**src/rtl/wdt_keyed.sv**
```systemverilog
module wdt_keyed #(
  parameter int FRAC_W = 12
) (
  input  logic        clk,
  input  logic        rst_n,
  input  logic        bus_we,
  input  logic [1:0]  bus_addr,
  input  logic [31:0] bus_wdata,
  output logic [31:0] bus_rdata,
  output logic        irq_o,
  output logic        rst_o
);
  localparam int RLD_W = 12;
  localparam int CNT_W = RLD_W + FRAC_W;
  localparam logic [11:0] MODE_KEY = 12'hABC;
  localparam logic [11:0] CTRL_KEY = 12'h248;
  localparam logic [31:0] KICK_VAL = 32'h0000_1999;

  logic             en, rst_en, irq_en;
  logic [1:0]       plen_sel, dsel;
  logic [RLD_W-1:0] reload;
  logic [CNT_W-1:0] cnt;
  logic [12:0]      div, div_lim;
  logic             flag;
  logic [4:0]       pulse;

  wire mode_hit = bus_we && bus_addr == 2'd0 && bus_wdata[23:12] == MODE_KEY;
  wire ctrl_hit = bus_we && bus_addr == 2'd1 && bus_wdata[25:14] == CTRL_KEY;
  wire kick     = bus_we && bus_addr == 2'd2 && bus_wdata == KICK_VAL;

  assign div_lim = (13'd8 << (4'(dsel) * 4'd3)) - 13'd1;
  wire tick     = en && div == div_lim;
  wire flag_set = en && !flag && !kick && cnt == '0;

  always_ff @(posedge clk or negedge rst_n) begin
    if (!rst_n) begin
      {en, rst_en, irq_en} <= 3'b000;
      plen_sel <= 2'd0;
    end else if (mode_hit) begin
      {irq_en, rst_en, en} <= bus_wdata[2:0];
      plen_sel <= bus_wdata[5:4];
    end
  end

  always_ff @(posedge clk or negedge rst_n) begin
    if (!rst_n) begin
      reload <= '1;
      dsel   <= 2'd0;
    end else if (ctrl_hit) begin
      reload <= bus_wdata[13:2];
      dsel   <= bus_wdata[1:0];
    end
  end

  always_ff @(posedge clk or negedge rst_n) begin
    if (!rst_n) begin
      cnt  <= {RLD_W'('1), FRAC_W'(0)};
      div  <= '0;
      flag <= 1'b0;
    end else if (kick) begin
      cnt  <= {reload, FRAC_W'(0)};
      div  <= '0;
      flag <= 1'b0;
    end else begin
      if (en) begin
        if (tick) begin
          div <= '0;
          if (cnt != '0) cnt <= cnt - 1'b1;
        end else begin
          div <= div + 1'b1;
        end
      end
      if (flag_set) flag <= 1'b1;
    end
  end

  always_ff @(posedge clk or negedge rst_n) begin
    if (!rst_n)                  pulse <= '0;
    else if (flag_set && rst_en) pulse <= 5'd2 << plen_sel;
    else if (pulse != '0)        pulse <= pulse - 1'b1;
  end

  assign irq_o = flag && irq_en;
  assign rst_o = pulse != '0;

  always_comb begin
    case (bus_addr)
      2'd0:    bus_rdata = {26'd0, plen_sel, 1'b0, irq_en, rst_en, en};
      2'd1:    bus_rdata = {18'd0, reload, dsel};
      2'd2:    bus_rdata = 32'd0;
      default: bus_rdata = {31'd0, flag};
    endcase
  end

  AST_MODE_KEYED: assert property (@(posedge clk) disable iff (!rst_n)
    (bus_we && bus_addr == 2'd0 && bus_wdata[23:12] != MODE_KEY) |=> $stable({en, rst_en, irq_en, plen_sel}));
  AST_CTRL_KEYED: assert property (@(posedge clk) disable iff (!rst_n)
    (bus_we && bus_addr == 2'd1 && bus_wdata[25:14] != CTRL_KEY) |=> $stable({reload, dsel}));
  AST_KICK_LOAD: assert property (@(posedge clk) disable iff (!rst_n)
    kick |=> (cnt == {$past(reload), FRAC_W'(0)} && !flag));
  AST_FLAG_STICKY: assert property (@(posedge clk) disable iff (!rst_n)
    (flag && !kick) |=> flag);
  AST_PULSE_ON_FLAG: assert property (@(posedge clk) disable iff (!rst_n)
    $rose(rst_o) |-> $rose(flag));
  AST_HALT_OFF: assert property (@(posedge clk) disable iff (!rst_n)
    (!en && !kick) |=> ($stable(cnt) && $stable(div) && !$rose(flag)));
endmodule

```
**config.mk**
```make
export PLATFORM = sky130hd
export DESIGN_NAME = wdt_keyed
export DESIGN_NICKNAME = d
export VERILOG_FILES = /design/src/rtl/wdt_keyed.sv
export SDC_FILE = /design/constraint.sdc
export NUM_CORES = 1
export LEC_CHECK = 0
export ABC_AREA = 1
export BUFFER_PORTS_ARGS = -buffer_cell sky130_fd_sc_hd__buf_2
export CAP_MARGIN = 20
export CORE_ASPECT_RATIO = 0.9
export CORE_MARGIN = 2
export CORE_UTILIZATION = 38
export CTS_BUF_LIST = sky130_fd_sc_hd__clkbuf_8
export CTS_CLUSTER_DIAMETER = 50
export DETAILED_ROUTE_END_ITERATION = 16
export GPL_ROUTABILITY_DRIVEN = 0
export HOLD_SLACK_MARGIN = 0.06
export PLACE_DENSITY = 0.67
export REMOVE_ABC_BUFFERS = 1
export SYNTH_ARGS = -nofsm -noshare
export SYNTH_HDL_FRONTEND = slang
export SYNTH_SLANG_ARGS = --single-unit
```
**constraint.sdc**
```tcl
create_clock -name clk -period 2 [get_ports clk]
set_input_delay 0.3 -clock clk [delete_from_list [all_inputs] [get_ports clk]]
set_output_delay 0.3 -clock clk [all_outputs]
set_load 0.02 [all_outputs]
```
Word-level counts from Yosys, hierarchy flattened
Cells that the tools add are included.
{ "totals": {"out_inout_bits": 34, "input_bits": 37, "word_cells": 59, "register_bits": 62} }
{ "classes": {"addsub": 4, "shifts": 2, "mul": 1, "reduce_logical": 24, "mux": 12, "n_eq_ne": 6} }
{ "ops": {"columns": ["cell", "n"], "rows": [
  ["$mux 24", 4],
  ["$pmux 14 s3", 1],
  ["$mux 13", 3],
  ["$eq 32x13->1 const B", 1],
  ["$logic_not 24->1", 1],
  ["$reduce_bool 24->1", 1],
  ["$sub 24x1->24 const B", 1],
  ["$add 13x1->13 const B", 1],
  ["$eq 13x13->1", 1],
  ["$shl 4x4->13 const A", 1],
  ["$sub 13x1->13 const B", 1],
  ["$eq 12x10->1 const B", 1],
  ["$eq 12x12->1 const B", 1],
  ["$logic_and 1x1->1", 12],
  ["$mux 5", 2],
  ["$reduce_bool 2->1", 5],
  ["$reduce_bool 5->1", 1],
  ["$shl 2x2->5 const A", 1],
  ["$sub 5x1->5 const B", 1],
  ["$mul 2x2->4 const B", 1],
  ["$reduce_and 3->1", 1],
  ["$eq 2x1->1 const B", 1],
  ["$eq 2x2->1 const B", 1],
  ["$logic_not 1->1", 2],
  ["other kinds (2)", 3]
]} }

Longest topological paths before layout
{ "depth": {"depth_word": 8, "mapped_depth": 13, "ltp_nobuf": 12} }

Worst setup path before layout
Ideal clock, no wire load.
{ "synth_timing": {"kind": "register -> register", "startpoint": "register cnt[0]", "endpoint": "register cnt[10]", "period_less_slack_ns": 1.597, "setup_ns": 0.065, "t_required_ns": 1.935, "path_stages_with_launch": 10, "path_slack_ns": 0.403, "path_buffers": 0, "arrival_ns": 1.532, "cell_sequence": "dfrtp_1 -> inv_1 -> ha_1 -> nand2_2 -> nor2_1 -> nand2_1 -> xor2_1 -> a21oi_1 -> nand3_1 -> nand2_1"} }
{ "synth_between": {"elab_chain_cells": 5, "word_cells_on_any_way": 8, "classes_between": "1 x add/sub; 4 x mux; 3 x reduce/logical"} }
{ "synth_rtl": {"columns": ["element", "line", "text"], "rows": [
  ["from (decl)", "22", "logic [CNT_W-1:0] cnt;"],
  ["from (signal assigned)", "57", "cnt <= {RLD_W'('1), FRAC_W'(0)};"],
  ["from (signal assigned)", "61", "cnt <= {reload, FRAC_W'(0)};"],
  ["from (signal assigned)", "68", "if (cnt != '0) cnt <= cnt - 1'b1;"],
  ["$sub 24x1->24", "68", null],
  ["$mux 24", "68", null],
  ["$mux 24", "66", "if (tick) begin"],
  ["$mux 24", "65", "if (en) begin"],
  ["$mux 24", "60", "end else if (kick) begin"]
]} }
Several ways; a longest one is shown, not always the timed one. The select of a mux whose other input is x is not followed.
A chain may end at the register's enable or synchronous reset.

Final worst setup path
{ "layout_timing": {"startpoint": "register cnt[12]", "endpoint": "register pulse[1]"} }
{ "layout_between": {"elab_chain_cells": 4, "word_cells_on_any_way": 5, "classes_between": "1 x mux; 4 x reduce/logical"} }
{ "layout_rtl": {"columns": ["element", "line", "text"], "rows": [
  ["$logic_not 24->1 *", "33", "wire flag_set = en && !flag && !kick && cnt == '0;"],
  ["$logic_and 1x1->1 *", "33", null],
  ["$logic_and 1x1->1 *", "79", "else if (flag_set && rst_en) pulse <= 5'd2 << plen_sel;"],
  ["$mux 5 / $reduce_bool 2->1 (equally long branches)", null, null],
  ["to (signal assigned)", "79", null],
  ["to (signal assigned)", "80", "else if (pulse != '0) pulse <= pulse - 1'b1;"],
  ["to (decl)", "25", "logic [4:0] pulse;"]
]} }
Mark *: on every way between the ends. The rest lies on a longest branch, timed or not.

==> impl_results.md <==
- Chip height: 109 um
- Cells after Synth: 720
- Final worst path period share: 93.0%
- Seq cells post-synth: 62
- Hold Path Class: input port to flip-flop
- Initial DRC Count: 367
- Worst-path fanout max: 5
- ANT nets after route: 0
- Die Span X: 121 um
- Drt wl/cell: 13.0 um
- Grt total ovfl: 0
- Final hold vios: 0
- CTS tree: yes
- Clock transition at path regs: 0.07 ns
- Die area: 13200 um^2
- Fmax: 538 MHz
- N_diodes: 0
- Area Growth Syn to Fin: 15.8%
- Gr usage total: 19.8%
- Critical path capture point type: flip-flop
- WL final: 12.4 mm
- Initial Util: 38.7%
- Synthesized area: 4660 um^2
- Vias: 4585
- Top-Level Pins: 71
- WP data required: 2.21 ns
- Synth Area per Inst: 6.47 um^2
- Largest area contributor in the netlist: dfrtp_1
- RSZ-0062 raised after global routing: yes
- MaxCap Viol Count: 0
- Max-slew violations: 0
- Root Buffer: clkbuf_8
- Dpl cells: 939
- Share of post-route cells with drive strength above 1: 17.8%
- Max Buffers Root-to-Sink: 2
- Hold slack final: 0.233 ns
- Drc violations: 0
- Placeable Area: 12000 um^2
- Clk_lat worst skew: 0.33 ns
- Worst-Margin Slew: 0.625 ns
- Sink Count: 62
- Reg2Reg Setup Slack: 0.14 ns
- Largest net degree at the start of global routing: 26
- Share of the synthesized area in the top cell type: 20.4%
- Maximum VDD drop: 354 uV
- Dpl hpwl: 9.92 mm
- Rows: 38
- First-pass DRT Iterations: 5
- H-tree depth: 3
- Number of setup buffers added after CTS: 0
- WP data arrival: 2.07 ns
- Post-synth EDFFs: 0
- Final min period: 1.86 ns
- Worst clock skew: 0.0132 ns
- Post-route insts no fill: 956
- Ranking of synthesized cells by area: dfrtp_1, nand2_1, dfstp_2, nor2_1, nand3_1
- Port bufs: 52
- FFs w/ async S/R, synth: 100%
- Layout Nets: 833
- Static leakage: 2.53 nW
- TritonCTS buffer count: 9
- YS warnings: 0
- Post-synthesis sequential area ratio: 33.9%
- Worst setup SP type: flip-flop
- First-pass GRT wire length: 21.0 mm
- Vias in the first global route: 4282
- Max-slew headroom: 58.0%
- Top_reg_cell synth: dfrtp_1
- Distinct cell type count after synthesis: 38
- Final setup vio count: 0
- Power per cell area: 468 nW/um^2
- Average vias per placed instance: 4.80
- Status: complete, no violations
- Critical setup path kind: flip-flop to flip-flop
- Initial antenna violation count: 0
per-stage QoR:
step / instance area (um^2) / total power [mW] / setup slack [ns] / util, % / TNS, ns
after global routing: 5400 / 2.63 / -0.0192 / 44.9 / -0.0280
after detailed placement: 5170 / 1.46 / 0.0840 / 43.0 / 0
after global placement: 5170 / 1.46 / 0.0817 / 43.0 / 0
after CTS: 5370 / 2.55 / 0.0699 / 44.6 / 0
final: 5400 / 2.53 / 0.140 / 44.9 / 0
after floorplan: 4510 / 1.35 / -0.0519 / - / -0.518
worst max-delay path: stages, from the launching register on:
cell	delay (ns)
dfstp_2	0.40
nor2_1	0.25
nand2_1	0.13
nor2_2	0.20
nand2_1	0.11
nor2_4	0.16
nand4_1	0.26
nand3_1	0.16
nand3_1	0.07
layout by cell type (no fill, tap or decap), drive strengths merged, types with 10 or more instances in the layout:
cell    netlist  final
clkbuf        7     10
nor2        126    126
conb          1     18
a21oi        17     17
buf          26     75
nand3        65     65
dfrtp        38     38
inv          82     83
o21ai        38     38
dfstp        24     24
nand4        37     37
nand2       210    210
xor2         11     11
report_power, final:
group,internal [mW],switching [mW],total (mW)
clock,0.597,0.493,1.09
sequential,1.26,0.00128,1.26
combinational,0.0530,0.124,0.177
total,1.91,0.618,2.53
timing repair:
item                                    in CTS  in global routing
hold buffers                                 1                  0
endpoints found under the hold margin       17                  0
endpoints found under the setup margin       0                 22
resized for setup                            0                  7
sequential cells by signal (all words and copies together) (netlist names):
signal and flops:
irq_en 1, flag 1, rst_en 1, reload 12, cnt 24, plen_sel 2, div 13, pulse 5
en 1, dsel 2
cell type report:
cell class              count  area, um^2
repair buffers             76         468
flip-flops and latches     62        1580
well taps                 160         200
multi-input cells         560        2650
fillers                  1245        6630
clock buffers              10         138
inverters                  82         308
clock inverters             6        53.8
path summary, 6_finish.rpt:
check,startpoint,endpoint,cells after the start
setup / recovery,cnt[12],pulse[1],8
hold / removal,bus_wdata[11],reload[9],3
setup reg to reg,cnt[12],pulse[1],8
hold reg to reg,cnt[22],cnt[22],2
max in group asynchronous,rst_n,reload[11],3
min in group asynchronous,rst_n,pulse[4],2
per-layer routing:
| metal | share of wire (%) | vias to the layer above | global-route usage [%] |
|---|---|---|---|
| li1 | - | 2420 | - |
| met1 | 50 | 2014 | 28.5 |
| met2 | 43 | 139 | 31.6 |
| met3 | 5.3 | 12 | 2.62 |
| met4 | 1.2 | 0 | 4.90 |
| met5 | 0 | - | 0 |
synth_stat cells (3+ instances only):
library cell  count
nand3_1          64
buf_2             4
dfrtp_1          38
xor2_1           11
o21ai_0          35
nor3_1            8
dfstp_2          24
or2_2             4
a21oi_1          17
buf_4            20
nand2_1         205
ha_1              5
o22ai_1           3
xnor2_1           6
clkbuf_1          6
inv_1            81
mux2_2            3
nor2_2            4
nor2_1          120
nand2_2           5
nand4_1          36
logic make-up (layout without fill, tap and decap cells):
kind of cell / Yosys count / after routing / share of synthesized area, %
fa+ha+maj: 5 / 5 / 1.34
xor+xnor: 17 / 17 / 3.20
flops: 62 / 62 / 33.9
simple gates: 457 / 457 / 42.7
other cells: 1 / 18 / 0.0805
mux: 3 / 3 / 0.725
compound gates: 60 / 60 / 6.82
buf+inv: 115 / 174 / 11.2
Power figures use the tool's default switching activity.
